[config.mk]
export PLATFORM = sky130hd
export DESIGN_NAME = irq_entry_seq
export DESIGN_NICKNAME = d
export VERILOG_FILES = /design/src/rtl/irq_seq_pkg.sv /design/src/rtl/irq_pick.sv /design/src/rtl/irq_vec_addr.sv /design/src/rtl/irq_entry_seq.sv
export SDC_FILE = /design/constraint.sdc
export NUM_CORES = 1
export LEC_CHECK = 0
export BUFFER_PORTS_ARGS = -buffer_cell sky130_fd_sc_hd__buf_2
export CAP_MARGIN = 20
export CORE_MARGIN = 2
export CORE_UTILIZATION = 55
export DETAILED_ROUTE_END_ITERATION = 12
export PLACE_DENSITY = 0.91
export SYNTH_ARGS = -nofsm -noshare
export SYNTH_HDL_FRONTEND = slang
export SYNTH_SLANG_ARGS = --single-unit
[constraint.sdc]
create_clock -name clk -period 4.9 [get_ports clk]
set_clock_uncertainty 0.15 [all_clocks]
set_input_delay 0.49 -clock clk [delete_from_list [all_inputs] [get_ports clk]]
set_output_delay 0.49 -clock clk [all_outputs]
set_load 0.02 [all_outputs]
[src/rtl/irq_seq_pkg.sv]
package irq_seq_pkg;

  typedef enum logic [1:0] {
    S_IDLE = 2'd0,
    S_PUSH = 2'd1,
    S_LOAD = 2'd2
  } seq_state_e;

  localparam int RET_BYTES = 3;
  localparam int RET_W     = 8 * RET_BYTES;

  // strap value to number of stack bytes (0 treated as 1)
  function automatic logic [1:0] push_count(input logic [1:0] strap);
    case (strap)
      2'd2:    push_count = 2'd2;
      2'd3:    push_count = 2'd3;
      default: push_count = 2'd1;
    endcase
  endfunction

endpackage

[src/rtl/irq_pick.sv]
module irq_pick #(
  parameter int SRC_W = 32,
  localparam int IDX_W = (SRC_W > 1) ? $clog2(SRC_W) : 1
) (
  input  logic [SRC_W-1:0] pend,
  output logic             any,
  output logic [IDX_W-1:0] idx,
  output logic [SRC_W-1:0] rest
);

  // lowest set bit wins: scan from the top so the lowest overwrites last
  always_comb begin
    idx = '0;
    for (int i = SRC_W - 1; i >= 0; i--) begin
      if (pend[i]) idx = IDX_W'(i);
    end
  end

  assign any  = |pend;
  assign rest = pend & (pend - SRC_W'(1));

endmodule

[src/rtl/irq_vec_addr.sv]
module irq_vec_addr #(
  parameter int SRC_W = 32,
  parameter int PC_W  = 22,
  localparam int IDX_W = (SRC_W > 1) ? $clog2(SRC_W) : 1,
  localparam int VI_W  = $clog2(SRC_W + 1)
) (
  input  logic             hw_sel,
  input  logic [IDX_W-1:0] bit_idx,
  input  logic             long_vec,
  output logic [PC_W-1:0]  vec_pc
);

  logic [VI_W-1:0] vidx;

  // reset uses index 0; hardware source n uses n+1
  assign vidx = hw_sel ? (VI_W'(bit_idx) + VI_W'(1)) : '0;

  generate
    if (PC_W > VI_W) begin : g_wide
      assign vec_pc = long_vec ? {PC_W'(vidx), 1'b0} >> 0 : PC_W'(vidx);
    end else begin : g_narrow
      assign vec_pc = long_vec ? PC_W'({vidx, 1'b0}) : PC_W'(vidx);
    end
  endgenerate

endmodule

[src/rtl/irq_entry_seq.sv]
module irq_entry_seq
  import irq_seq_pkg::*;
#(
  parameter int SRC_W = 32,
  parameter int PC_W  = 22,
  parameter int SP_W  = 16,
  localparam int IDX_W = (SRC_W > 1) ? $clog2(SRC_W) : 1
) (
  input  logic             clk,
  input  logic             rst,
  input  logic             boundary,
  input  logic             rst_req,
  input  logic [SRC_W-1:0] pend_i,
  input  logic             gie,
  input  logic             skip_pend,
  input  logic [PC_W-1:0]  pc_i,
  input  logic [SP_W-1:0]  sp_i,
  input  logic [1:0]       pc_bytes,
  input  logic             long_vec,
  output logic             busy,
  output logic             wr_en,
  output logic [SP_W-1:0]  wr_addr,
  output logic [7:0]       wr_data,
  output logic             done,
  output logic             ie_clr,
  output logic [PC_W-1:0]  pc_o,
  output logic [SP_W-1:0]  sp_o,
  output logic [SRC_W-1:0] pend_o,
  output logic             hw_req
);

  seq_state_e       state;
  logic [RET_W-1:0] ret_r;
  logic [SP_W-1:0]  sp_r;
  logic [1:0]       cnt_r;
  logic [1:0]       nbytes_r;
  logic [PC_W-1:0]  vec_r;
  logic [SRC_W-1:0] pend_next_r;

  logic             any_hw;
  logic [IDX_W-1:0] win_idx;
  logic [SRC_W-1:0] pend_rest;
  logic [PC_W-1:0]  vec_pc;
  logic             take;
  logic             take_rst;
  logic [7:0]       cur_byte;

  irq_pick #(.SRC_W(SRC_W)) u_pick (
    .pend (pend_i),
    .any  (any_hw),
    .idx  (win_idx),
    .rest (pend_rest)
  );

  irq_vec_addr #(.SRC_W(SRC_W), .PC_W(PC_W)) u_vec (
    .hw_sel   (!rst_req),
    .bit_idx  (win_idx),
    .long_vec (long_vec),
    .vec_pc   (vec_pc)
  );

  assign take_rst = rst_req;
  assign take     = (state == S_IDLE) && boundary && !skip_pend && gie &&
                    (rst_req || any_hw);
  assign busy     = (state != S_IDLE);
  assign hw_req   = |pend_o;

  always_comb begin
    case (cnt_r)
      2'd0:    cur_byte = ret_r[7:0];
      2'd1:    cur_byte = ret_r[15:8];
      default: cur_byte = ret_r[23:16];
    endcase
  end

  always_ff @(posedge clk) begin
    if (rst) begin
      state       <= S_IDLE;
      ret_r       <= '0;
      sp_r        <= '0;
      cnt_r       <= '0;
      nbytes_r    <= '0;
      vec_r       <= '0;
      pend_next_r <= '0;
      wr_en       <= 1'b0;
      wr_addr     <= '0;
      wr_data     <= '0;
      done        <= 1'b0;
      ie_clr      <= 1'b0;
      pc_o        <= '0;
      sp_o        <= '0;
      pend_o      <= '0;
    end else begin
      done   <= 1'b0;
      ie_clr <= 1'b0;
      case (state)
        S_IDLE: begin
          wr_en <= 1'b0;
          if (take) begin
            state       <= S_PUSH;
            ret_r       <= RET_W'(pc_i);
            sp_r        <= sp_i;
            cnt_r       <= '0;
            nbytes_r    <= push_count(pc_bytes);
            vec_r       <= vec_pc;
            pend_next_r <= take_rst ? pend_i : pend_rest;
          end
        end
        S_PUSH: begin
          wr_en   <= 1'b1;
          wr_addr <= sp_r;
          wr_data <= cur_byte;
          sp_r    <= sp_r - SP_W'(1);
          cnt_r   <= cnt_r + 2'd1;
          if (cnt_r + 2'd1 == nbytes_r) state <= S_LOAD;
        end
        S_LOAD: begin
          wr_en  <= 1'b0;
          done   <= 1'b1;
          ie_clr <= 1'b1;
          pc_o   <= vec_r;
          sp_o   <= sp_r;
          pend_o <= pend_next_r;
          state  <= S_IDLE;
        end
        default: state <= S_IDLE;
      endcase
    end
  end

endmodule

==> qor.csv, run 1 <==
stage,metric,value,unit
clock_tree,cts_resized,0,
timing,finalMaxSlewViolations,0,
clock_tree,clk_pin_slew,0.06,ns
timing,worstMarginPinSlew,0.853,ns
worst_setup_path,slowest_delay,0.67,ns
power_and_ir_drop,internal_power,2.38,mW
worst_setup_path,crit_path_start,state[0],
clock_tree,hold_buffers,0,
timing,setup_tns,0,ns
worst_setup_path,crit_slowest_cell,a21boi_4,
timing,rsz0062_at_grt,false,
die,io_pins,178,
worst_setup_path,rrSetupSlack,1.74,ns
die,coreArea,0.0127,mm²
detailed_routing,route.detailed.drc,0,
worst_setup_path,reg2reg_to,pend_next_r[30],
synth,ys_seq_area_share,46.0,%
detailed_routing,via_per_inst,5.64,
clock_tree,insertion_delay,0.42,ns
power_and_ir_drop,power.switching,706,µW
clock_tree,cts_inserted_buffers,17,
clock_tree,cts_tree,yes,
die,die_x,118,µm
power_and_ir_drop,combPwrFrac,8.3,%
cells_and_area,nets,1114,
synth,synth_edf_count,0,
synth,ys_seq_elements,164,
die,die_y,118,µm
cells_and_area,layout_common_cells,"nand2_1, dfxtp_1, buf_2",
detailed_routing,vias,6858,
placement,io_buffers,162,
timing,hold_ws,0.159,ns
power_and_ir_drop,swShare,22.9,%
placement,dp_cells,1183,
timing,max_freq,317,MHz
cells_and_area,fillers,1041,
timing,hold_viol_final,0,
die,start_util,56.3,%
synth,synthCells,899,
detailed_routing,wl,18100,µm
worst_setup_path,worstSetupStartpointType,flip-flop,
worst_setup_path,path_max_fanout,54,
worst_setup_path,ff2ff_path_depth,6,
clock_tree,clk_path_buf_depth,2,
cells_and_area,syn2layout_area_growth,19.4,%
run_status,status,completed,
timing,max_slew_margin,42.6,%
worst_hold_path,min_path_type,in2reg,
placement,routabilityCongestion,0.906,
grt,grt_first_pass_wirelength,29700,µm
die,dieArea,0.0139,mm²
placement,place_ws,1.61,ns
worst_setup_path,path_class,reg2reg,
clock_tree,cts-root-buf,clkbuf_16,
cells_and_area,drive_above_1_share,22.1,%
synth,synth_area_per_cell,7.94,µm²
clock_tree,htree_levels,4,
worst_setup_path,crit_path_end,pend_next_r[30],
detailed_routing,drt_first_pass_iters,6,
synth,syn_area,0.00714,mm²
power_and_ir_drop,p_leak,3.35,nW
power_and_ir_drop,power_frac_clock,46.3,%
run,drv_cap,0,
clock_tree,cts.sinks,164,
clock_tree,cts_setup_buffers,0,
worst_setup_path,required,5.09,ns
grt,antenna_found_initial,1,
timing,setup_viol,0,
timing,layout_min_cycle_time,3.16,ns
synth,ys_warn_count,0,
detailed_routing,ant_nets,0,
synth,synth_cell_types,69,
grt,gr-total-overflow,0,
grt,grt_max_degree,67,
worst_setup_path,cp-end-kind,flip-flop,
detailed_routing,drt_iter0_markers,543,
grt,first_global_vias,6076,
cells_and_area,layoutNonFillerInstCount,1215,
worst_setup_path,path_cells,or2_2 -> nor3_1 -> a21boi_4 -> buf_4 -> o311ai_0 -> a21oi_1,
placement,place_hpwl,12500,µm
timing,fin_ws,1.74,ns
grt,grt.total_usage,26.1,%
power_and_ir_drop,powerDensity,362,mW/mm²
cells_and_area,final_common_cell,nand2_1,
power_and_ir_drop,ir_worst_vdd,0.000215,V
power_and_ir_drop,sequentialPowerShare,45.4,%
die,num_rows,41,
synth,synth_ff_type,dfxtp_1,
synth,ys_async_sr_fraction,0,%
worst_setup_path,r2r-start,state[0],
worst_setup_path,arrival,3.35,ns
timing,period_share,64.4,%
detailed_routing,post_drt_wl_per_cell,14.9,µm
[state kept, by name, summed over array words and instances, names as in the netlist]
register and cells:
cnt_r 2, ie_clr 1, nbytes_r 2, pc_o 7, pend_next_r 32, pend_o 32, ret_r 22, sp_o 16
sp_r 16, state 2, vec_r 7, wr_addr 16, wr_data 8, wr_en 1
[final cells by class]
cell class / count / area, µm² / share of cell area (%)
multi-input cells: 668 / 3460 / 40.6
inverters: 9 / 33.8 / 0.396
flip-flops and latches: 164 / 3280 / 38.5
diodes: 1 / 2.50 / 0.0294
repair buffers: 171 / 893 / 10.5
clock buffers: 19 / 453 / 5.31
well taps: 172 / 215 / 2.52
clock inverters: 11 / 183 / 2.14
[metal layers]
layer  track usage (%)  wire length [µm]  up-vias
li1                  -                 -     3366
met1              34.9              7790     3156
met2              40.2              8480      299
met3              6.20              1330       37
met4              11.7               465        0
met5                 0                 0        -
[metrics by stage]
step | util (%) | power (mW) | instance area [µm²]
after floorplan | - | 1.60 | 7190
after global placement | 62.1 | 1.67 | 7870
after detailed placement | 62.1 | 1.68 | 7870
after CTS | 67.1 | 3.10 | 8500
after global routing | 67.3 | 3.19 | 8520
final | 67.3 | 3.08 | 8530
[cell families (layout without fill, tap and decap cells)]
group,Yosys count,in the layout,share of synthesized area (%)
fa+ha+maj,4,4,0.701
buf+inv,81,210,6.54
xor+xnor,4,4,0.491
simple gates,408,408,26.0
mux,1,1,0.140
flops,164,164,46.0
compound gates,236,236,20.1
other cells,1,16,0.0525
[cell usage after synthesis (5+ instances only)]
library cell	count	share of area, %
a211oi_1	7	0.74
a21oi_1	157	11
a221o_1	6	0.84
a221oi_1	6	0.74
buf_1	7	0.37
buf_4	17	1.8
buf_6	10	1.6
clkbuf_1	33	1.7
dfxtp_1	164	46
inv_1	9	0.47
nand2_1	236	12
nand3_1	26	1.8
nor2_1	59	3.1
nor2b_1	5	0.44
nor3_1	17	1.2
nor4_1	12	1.1
o211ai_1	15	1.6
o21ai_0	8	0.56
or3_1	12	1.1
[worst max-delay path, delay by kind of cell (launching register included)]
kind / cells / cell delay [ns]
AOI/OAI and AO/OA: 3 / 1.20
and+or+nand+nor: 2 / 0.79
buffers and inverters: 1 / 0.55
DFF: 1 / 0.38
[how the worst min path moves through the flow]
| stage | from | to | slack [ns] | cells after the start |
|---|---|---|---|---|
| after floorplan | pend_next_r[16] | pend_o[16] | 0.28 | 2 |
| after global placement | pend_next_r[4] | pend_next_r[4] | 0.29 | 2 |
| after detailed placement | sp_o[14] | sp_o[14] | 0.29 | 2 |
| after CTS | pc_i[20] | ret_r[20] | 0.14 | 3 |
| after global routing | pc_i[19] | ret_r[19] | 0.15 | 3 |
| final | pc_i[20] | ret_r[20] | 0.16 | 3 |
[power groups by stage]
stage               Combinational, mW  Sequential (mW)  Clock, mW
detailed placement              0.250             1.43          0
floorplan                       0.169             1.43          0
finish                          0.255             1.40       1.43
global placement                0.246             1.43          0
global route                    0.282             1.40       1.51
CTS                             0.252             1.40       1.45
Power figures use the tool's default switching activity.
==> inputs of run 2 (changes only) <==
--- a/config.mk
+++ b/config.mk
@@ -8,9 +8,9 @@
 export BUFFER_PORTS_ARGS = -buffer_cell sky130_fd_sc_hd__buf_2
 export CAP_MARGIN = 20
 export CORE_MARGIN = 2
-export CORE_UTILIZATION = 55
+export CORE_UTILIZATION = 48
 export DETAILED_ROUTE_END_ITERATION = 12
-export PLACE_DENSITY = 0.91
+export PLACE_DENSITY = 0.85
 export SYNTH_ARGS = -nofsm -noshare
 export SYNTH_HDL_FRONTEND = slang
 export SYNTH_SLANG_ARGS = --single-unit
==> constraint.sdc (replaced) <==
create_clock -name clk -period 2.8 [get_ports clk]
set_clock_uncertainty 0.15 [all_clocks]
set_input_delay 0.28 -clock clk [delete_from_list [all_inputs] [get_ports clk]]
set_output_delay 0.28 -clock clk [all_outputs]
set_load 0.02 [all_outputs]
==> qor.csv, run 2 (synthesized netlist as in run 1, its figures left out) <==
stage,metric,value,unit,change
detailed_routing,route.detailed.drc,0,,unchanged
cells_and_area,nets,1157,,+3.9%
worst_setup_path,arrival,2.78,ns,-0.57 ns
clock_tree,clk_pin_slew,0.06,ns,about the same
placement,routabilityCongestion,0.934,,+3.0%
grt,antenna_found_initial,1,,unchanged
timing,period_share,91.8,%,+27 points
worst_setup_path,rrSetupSlack,0.23,ns,-1.51 ns
detailed_routing,drt_iter0_markers,487,,-10%
worst_setup_path,path_class,reg2reg,,
power_and_ir_drop,power.switching,1.27,mW,+80%
clock_tree,cts-root-buf,clkbuf_16,,
die,start_util,49.1,%,-7.2 points
timing,max_slew_margin,44.1,%,+1.5 points
clock_tree,htree_levels,4,,unchanged
clock_tree,insertion_delay,0.42,ns,about the same
worst_hold_path,min_to,sp_r[14],,
clock_tree,cts_tree,yes,,
cells_and_area,syn2layout_area_growth,25.6,%,
grt,first_global_vias,6521,,+7.3%
timing,finalMaxSlewViolations,0,,unchanged
timing,max_freq,389,MHz,+23%
placement,place_hpwl,13200,µm,+5.5%
power_and_ir_drop,power_frac_clock,43.5,%,-2.8 points
timing,hold_viol_final,0,,unchanged
cells_and_area,layout_common_cells,"nand2_1, dfxtp_1, buf_2",,
grt,grt_first_pass_wirelength,32000,µm,+7.7%
detailed_routing,post_drt_wl_per_cell,15.4,µm,+3.3%
worst_setup_path,path_max_fanout,58,,+7.4%
worst_hold_path,worstHoldStart,sp_i[14],,
run,drv_cap,0,,unchanged
grt,grt.total_usage,24.6,%,-1.5 points
power_and_ir_drop,ir_worst_vdd,0.000450,V,+110%
detailed_routing,vias,6980,,+1.8%
cells_and_area,fin_util,61.7,%,-5.6 points
clock_tree,clk_path_buf_depth,2,,unchanged
clock_tree,cts_setup_buffers,0,,unchanged
power_and_ir_drop,p_leak,3.54,nW,+5.7%
cells_and_area,n_antenna_cell,0,,-1
cells_and_area,drive_above_1_share,21.5,%,-0.53 points
worst_setup_path,required,3.01,ns,-2.08 ns
worst_hold_path,holdPathStages,3,,unchanged
worst_setup_path,crit_path_start,state[0],,
die,num_rows,44,,+7.3%
power_and_ir_drop,swShare,24.3,%,+1.4 points
power_and_ir_drop,sequentialPowerShare,46.8,%,+1.4 points
timing,hold_ws,0.0103,ns,-0.148 ns
timing,worstMarginPinSlew,0.839,ns,-0.0143 ns
grt,gr-total-overflow,0,,unchanged
worst_setup_path,cp-end-kind,flip-flop,,
die,io_pins,178,,unchanged
detailed_routing,drt_first_pass_iters,5,,-1
power_and_ir_drop,power.total,5.24,mW,+70%
placement,post_dp_cell_area,0.00799,mm²,+1.6%
power_and_ir_drop,internal_power,3.97,mW,+67%
timing,layout_min_cycle_time,2.57,ns,-0.587 ns
die,dieArea,0.0159,mm²,+14%
placement,io_buffers,162,,unchanged
worst_setup_path,ff2ff_path_depth,7,,+1
cells_and_area,fillers,1278,,+23%
die,die_x,126,µm,+6.8%
power_and_ir_drop,powerDensity,584,mW/mm²,+61%
worst_setup_path,reg2reg_to,vec_r[1],,
detailed_routing,via_per_inst,5.50,,-2.6%
grt,grt_max_degree,79,,+18%
detailed_routing,wl,19500,µm,+8.0%
cells_and_area,fin_area,0.00897,mm²,+5.2%
worst_hold_path,min_path_type,in2reg,,
die,coreArea,0.0145,mm²,+15%
timing,setup_tns,0,ns,unchanged
worst_setup_path,r2r-start,state[0],,
run_status,status,completed,,
worst_setup_path,worstSetupStartpointType,flip-flop,,
timing,rsz0062_at_grt,false,,
power_and_ir_drop,combPwrFrac,9.6,%,+1.3 points
clock_tree,cts.sinks,164,,unchanged
cells_and_area,final_common_cell,nand2_1,,
detailed_routing,ant_nets,0,,unchanged
clock_tree,cts_inserted_buffers,17,,unchanged
die,die_y,126,µm,+6.8%
timing,setup_viol,0,,unchanged
cells_and_area,top_regs,"pend_next_r: 32 flops, pend_o: 32 flops, ret_r: 22 flops",,
-- run 2: per-stage QoR --
step	setup slack [ns]	instances
finish	0.229	1270
global route	0.0372	1270
CTS	0.151	1270
detailed placement	0.167	1201
global placement	0.289	1201
floorplan	0.599	913
-- run 2: power groups by stage --
stage / registers [mW] / clock network (mW) / logic, mW
after global routing: 2.46 / 2.42 / 0.556
final: 2.45 / 2.28 / 0.505
after CTS: 2.45 / 2.31 / 0.495
after global placement: 2.50 / 0 / 0.445
after floorplan: 2.50 / 0 / 0.296
after detailed placement: 2.50 / 0 / 0.453
-- run 2: worst max-delay path, stage by stage, from the launching register on --
cell	delay, ns
dfxtp_1	0.40
or2_2	0.37
nor3_1	0.50
a21bo_2	0.32
buf_12	0.20
a2111oi_0	0.39
a21oi_1	0.08
nor2_1	0.09
-- run 2: worst max path at each step --
stage,to,slack (ns),depth (start not counted)
CTS,sp_r[14],0.15,10
global route,sp_r[12],0.04,10
floorplan,vec_r[5],0.60,10
detailed placement,sp_r[14],0.17,9
global placement,sp_r[14],0.29,9
finish,vec_r[1],0.23,7
-- run 2: cell type report --
class                   count  area (µm²)  share of cell area [%]
clock buffers              22         474                    5.29
clock inverters             9         104                    1.16
inverters                   9        33.8                   0.377
multi-input cells         668        3480                    38.8
flip-flops and latches    164        3280                    36.6
well taps                 184         230                    2.57
repair buffers            214        1360                    15.2
-- run 2: layer usage --
layer	vias to the layer above	track usage, %	wire length (µm)
met2	281	40.2	9320
met4	2	9.76	449
li1	3433	-	-
met5	-	0	16
met3	40	5.18	1320
met1	3224	32.0	8410
-- run 2: timing repair --
action                                  CTS  global route
endpoints found under the setup margin    0             7
hold buffers                             38             0
gates resized for setup                   0             3
hold endpoints to repair                 38             0
==> inputs of run 3 (changes only) <==
--- a/config.mk
+++ b/config.mk
@@ -7,10 +7,13 @@
 export LEC_CHECK = 0
 export BUFFER_PORTS_ARGS = -buffer_cell sky130_fd_sc_hd__buf_2
 export CAP_MARGIN = 20
+export CELL_PAD_IN_SITES_DETAIL_PLACEMENT = 1
+export CELL_PAD_IN_SITES_GLOBAL_PLACEMENT = 2
 export CORE_MARGIN = 2
-export CORE_UTILIZATION = 48
+export CORE_UTILIZATION = 27
 export DETAILED_ROUTE_END_ITERATION = 12
-export PLACE_DENSITY = 0.85
+export PLACE_DENSITY = 0.84
+export SLEW_MARGIN = 30
 export SYNTH_ARGS = -nofsm -noshare
 export SYNTH_HDL_FRONTEND = slang
 export SYNTH_SLANG_ARGS = --single-unit
==> qor.csv, run 3 (synthesized netlist as in run 1, its figures left out) <==
stage,metric,value,unit,change
run_status,status,completed,,
placement,io_buffers,162,,unchanged
clock_tree,cts_tree,yes,,
detailed_routing,ant_nets,0,,unchanged
power_and_ir_drop,power.total,5.44,mW,+3.8%
power_and_ir_drop,combPwrFrac,9.7,%,about the same
worst_setup_path,rrSetupSlack,0.29,ns,+0.06 ns
detailed_routing,drt_first_pass_iters,4,,-1
cells_and_area,fin_util,35.5,%,-26 points
worst_setup_path,cp-end-kind,flip-flop,,
grt,gr-total-overflow,0,,unchanged
timing,max_slew_margin,57.6,%,+14 points
cells_and_area,final_common_cell,nand2_1,,
clock_tree,cts-root-buf,clkbuf_16,,
grt,gr-usage-met2,28.3,%,-12 points
clock_tree,htree_levels,4,,unchanged
grt,first_global_vias,7165,,+9.9%
worst_setup_path,path_class,in2reg,,
placement,dp_cells,1362,,+13%
timing,max_freq,384,MHz,-1.3%
cells_and_area,top_regs,"pend_next_r: 32 flops, pend_o: 32 flops, ret_r: 22 flops",,
detailed_routing,drt_iter0_markers,380,,-22%
clock_tree,cts_inserted_buffers,17,,unchanged
worst_hold_path,min_path_type,in2reg,,
timing,worstMarginPinSlew,0.635,ns,-0.204 ns
detailed_routing,post_drt_wl_per_cell,16.5,µm,+7.1%
worst_setup_path,path_cells,dlygate4sd3_1 -> buf_2 -> or4_4 -> a211oi_2 -> o21ai_2 -> nand4_2 -> a211oi_2 -> o32a_1 -> a311oi_2,,
power_and_ir_drop,internal_power,4.04,mW,+1.8%
cells_and_area,regArea,0.00328,mm²,unchanged
cells_and_area,fillers,3164,,+150%
die,num_rows,59,,+34%
die,die_y,167,µm,+32%
grt,grt_use_met3,3.85,%,-1.3 points
timing,setup_viol,0,,unchanged
cells_and_area,multi_input_area,0.00346,mm²,-0.57%
grt,grt.total_usage,16.9,%,-7.7 points
detailed_routing,wl,23600,µm,+21%
cells_and_area,layoutNonFillerInstCount,1433,,+13%
clock_tree,clk_path_buf_depth,2,,unchanged
cells_and_area,drive_above_1_share,22.5,%,+0.92 points
timing,hold_viol_final,0,,unchanged
grt,grt.busiest_layer,met2,,
worst_setup_path,slowest_delay,0.57,ns,+0.07 ns
power_and_ir_drop,swShare,25.7,%,+1.5 points
grt,antenna_found_initial,3,,+2
detailed_routing,vias,6996,,+0.23%
worst_setup_path,path_max_fanout,5,,-91%
detailed_routing,via_per_inst,4.88,,-11%
placement,routabilityCongestion,0.770,,-18%
power_and_ir_drop,power_frac_clock,45.3,%,+1.8 points
power_and_ir_drop,powerDensity,589,mW/mm²,+0.87%
die,dieArea,0.0278,mm²,+75%
die,start_util,27.5,%,-22 points
timing,rsz0062_at_grt,false,,
power_and_ir_drop,sequentialPowerShare,45.0,%,-1.8 points
worst_setup_path,arrival,2.79,ns,about the same
timing,layout_min_cycle_time,2.61,ns,+0.0349 ns
clock_tree,insertion_delay,0.43,ns,about the same
power_and_ir_drop,power.switching,1.40,mW,+10%
detailed_routing,route.detailed.drc,0,,unchanged
clock_tree,clk_pin_slew,0.07,ns,about the same
power_and_ir_drop,p_leak,3.58,nW,+1.0%
cells_and_area,layout_common_cells,"nand2_1, dfxtp_1, buf_2",,
power_and_ir_drop,ir_worst_vdd,0.000285,V,-37%
worst_setup_path,crit_top_cell,a211oi_2,,
worst_setup_path,worstSetupStartpointType,input port,,
clock_tree,cts_setup_buffers,0,,unchanged
grt,use_met1,22.2,%,-9.8 points
die,coreArea,0.0260,mm²,+79%
grt,grt_first_pass_wirelength,38100,µm,+19%
worst_setup_path,crit_slowest_cell,or4_4,,
clock_tree,cts.sinks,164,,unchanged
placement,place_hpwl,16500,µm,+25%
timing,hold_ws,0.0155,ns,+0.00517 ns
grt,grt_max_degree,63,,-20%
timing,period_share,93.1,%,+1.2 points
timing,finalMaxSlewViolations,0,,unchanged
worst_setup_path,required,2.99,ns,-0.02 ns
die,die_x,167,µm,+32%
die,io_pins,178,,unchanged
cells_and_area,nets,1166,,+0.78%
cells_and_area,syn2layout_area_growth,29.3,%,
run,drv_cap,0,,unchanged
-- run 3: cell count changes in the layout (fill, tap and decap cells not counted), moves of 2 or more --
cell	before	now
buf_4	10	21
inv_6	0	4
diode_2	0	3
clkbuf_1	2	0
clkbuf_8	3	1
clkinv_2	4	2
nor3_2	0	2
nor3_4	2	0
-- run 3: worst max-delay path, delay by kind of cell --
| family | cells | cell delay, ns |
|---|---|---|
| compound gates | 5 | 1.13 |
| buf+inv | 2 | 0.68 |
| simple gates | 2 | 0.70 |
-- run 3: cell type report --
cell class	instances	share of cell area, %
Multi-Input combinational cell	668	37.5
Sequential cell	164	35.6
Timing Repair Buffer	223	15.3
Clock buffer	18	4.76
Tap cell	335	4.54
Clock inverter	13	1.86
Inverter	9	0.366
Antenna cell	3	0.0813
-- run 3: power by group through the flow --
stage	clock, mW	combinational, mW	sequential (mW)
6_report	2.46	0.527	2.45
5_1_grt	2.63	0.587	2.46
4_1_cts	2.53	0.529	2.45
3_5_place_dp	0	0.487	2.50
3_3_place_gp	0	0.479	2.50
2_1_floorplan	0	0.296	2.50
-- run 3: worst paths after layout --
path,end,start,depth (start not counted)
worst min register to register,pc_o[2],pc_o[2],2
worst max register to register,vec_r[1],state[1],8
worst max-delay path,vec_r[3],pend_i[14],9
worst min-delay path,sp_r[10],sp_i[10],3
-- run 3: metal layers --
metal  routed length, µm  vias up
met2               11100      120
li1                    -     3463
met1               11300     3402
met4                 193        0
met5                   0        -
met3                1000       11
-- run 3: through the flow --
| step | setup TNS [ns] | area (µm²) | setup WS [ns] |
|---|---|---|---|
| floorplan | 0 | 7190 | 0.599 |
| global placement | 0 | 8240 | 0.0277 |
| detailed placement | -0.0154 | 8240 | -0.0154 |
| CTS | 0 | 9210 | 0.139 |
| global route | 0 | 9230 | 0.0314 |
| finish | 0 | 9230 | 0.194 |
-- run 3: what timing repair did --
item,in CTS,in global routing
hold buffers,36,1
resized for setup,0,1
endpoints found under the hold margin,36,1
endpoints found under the setup margin,0,1
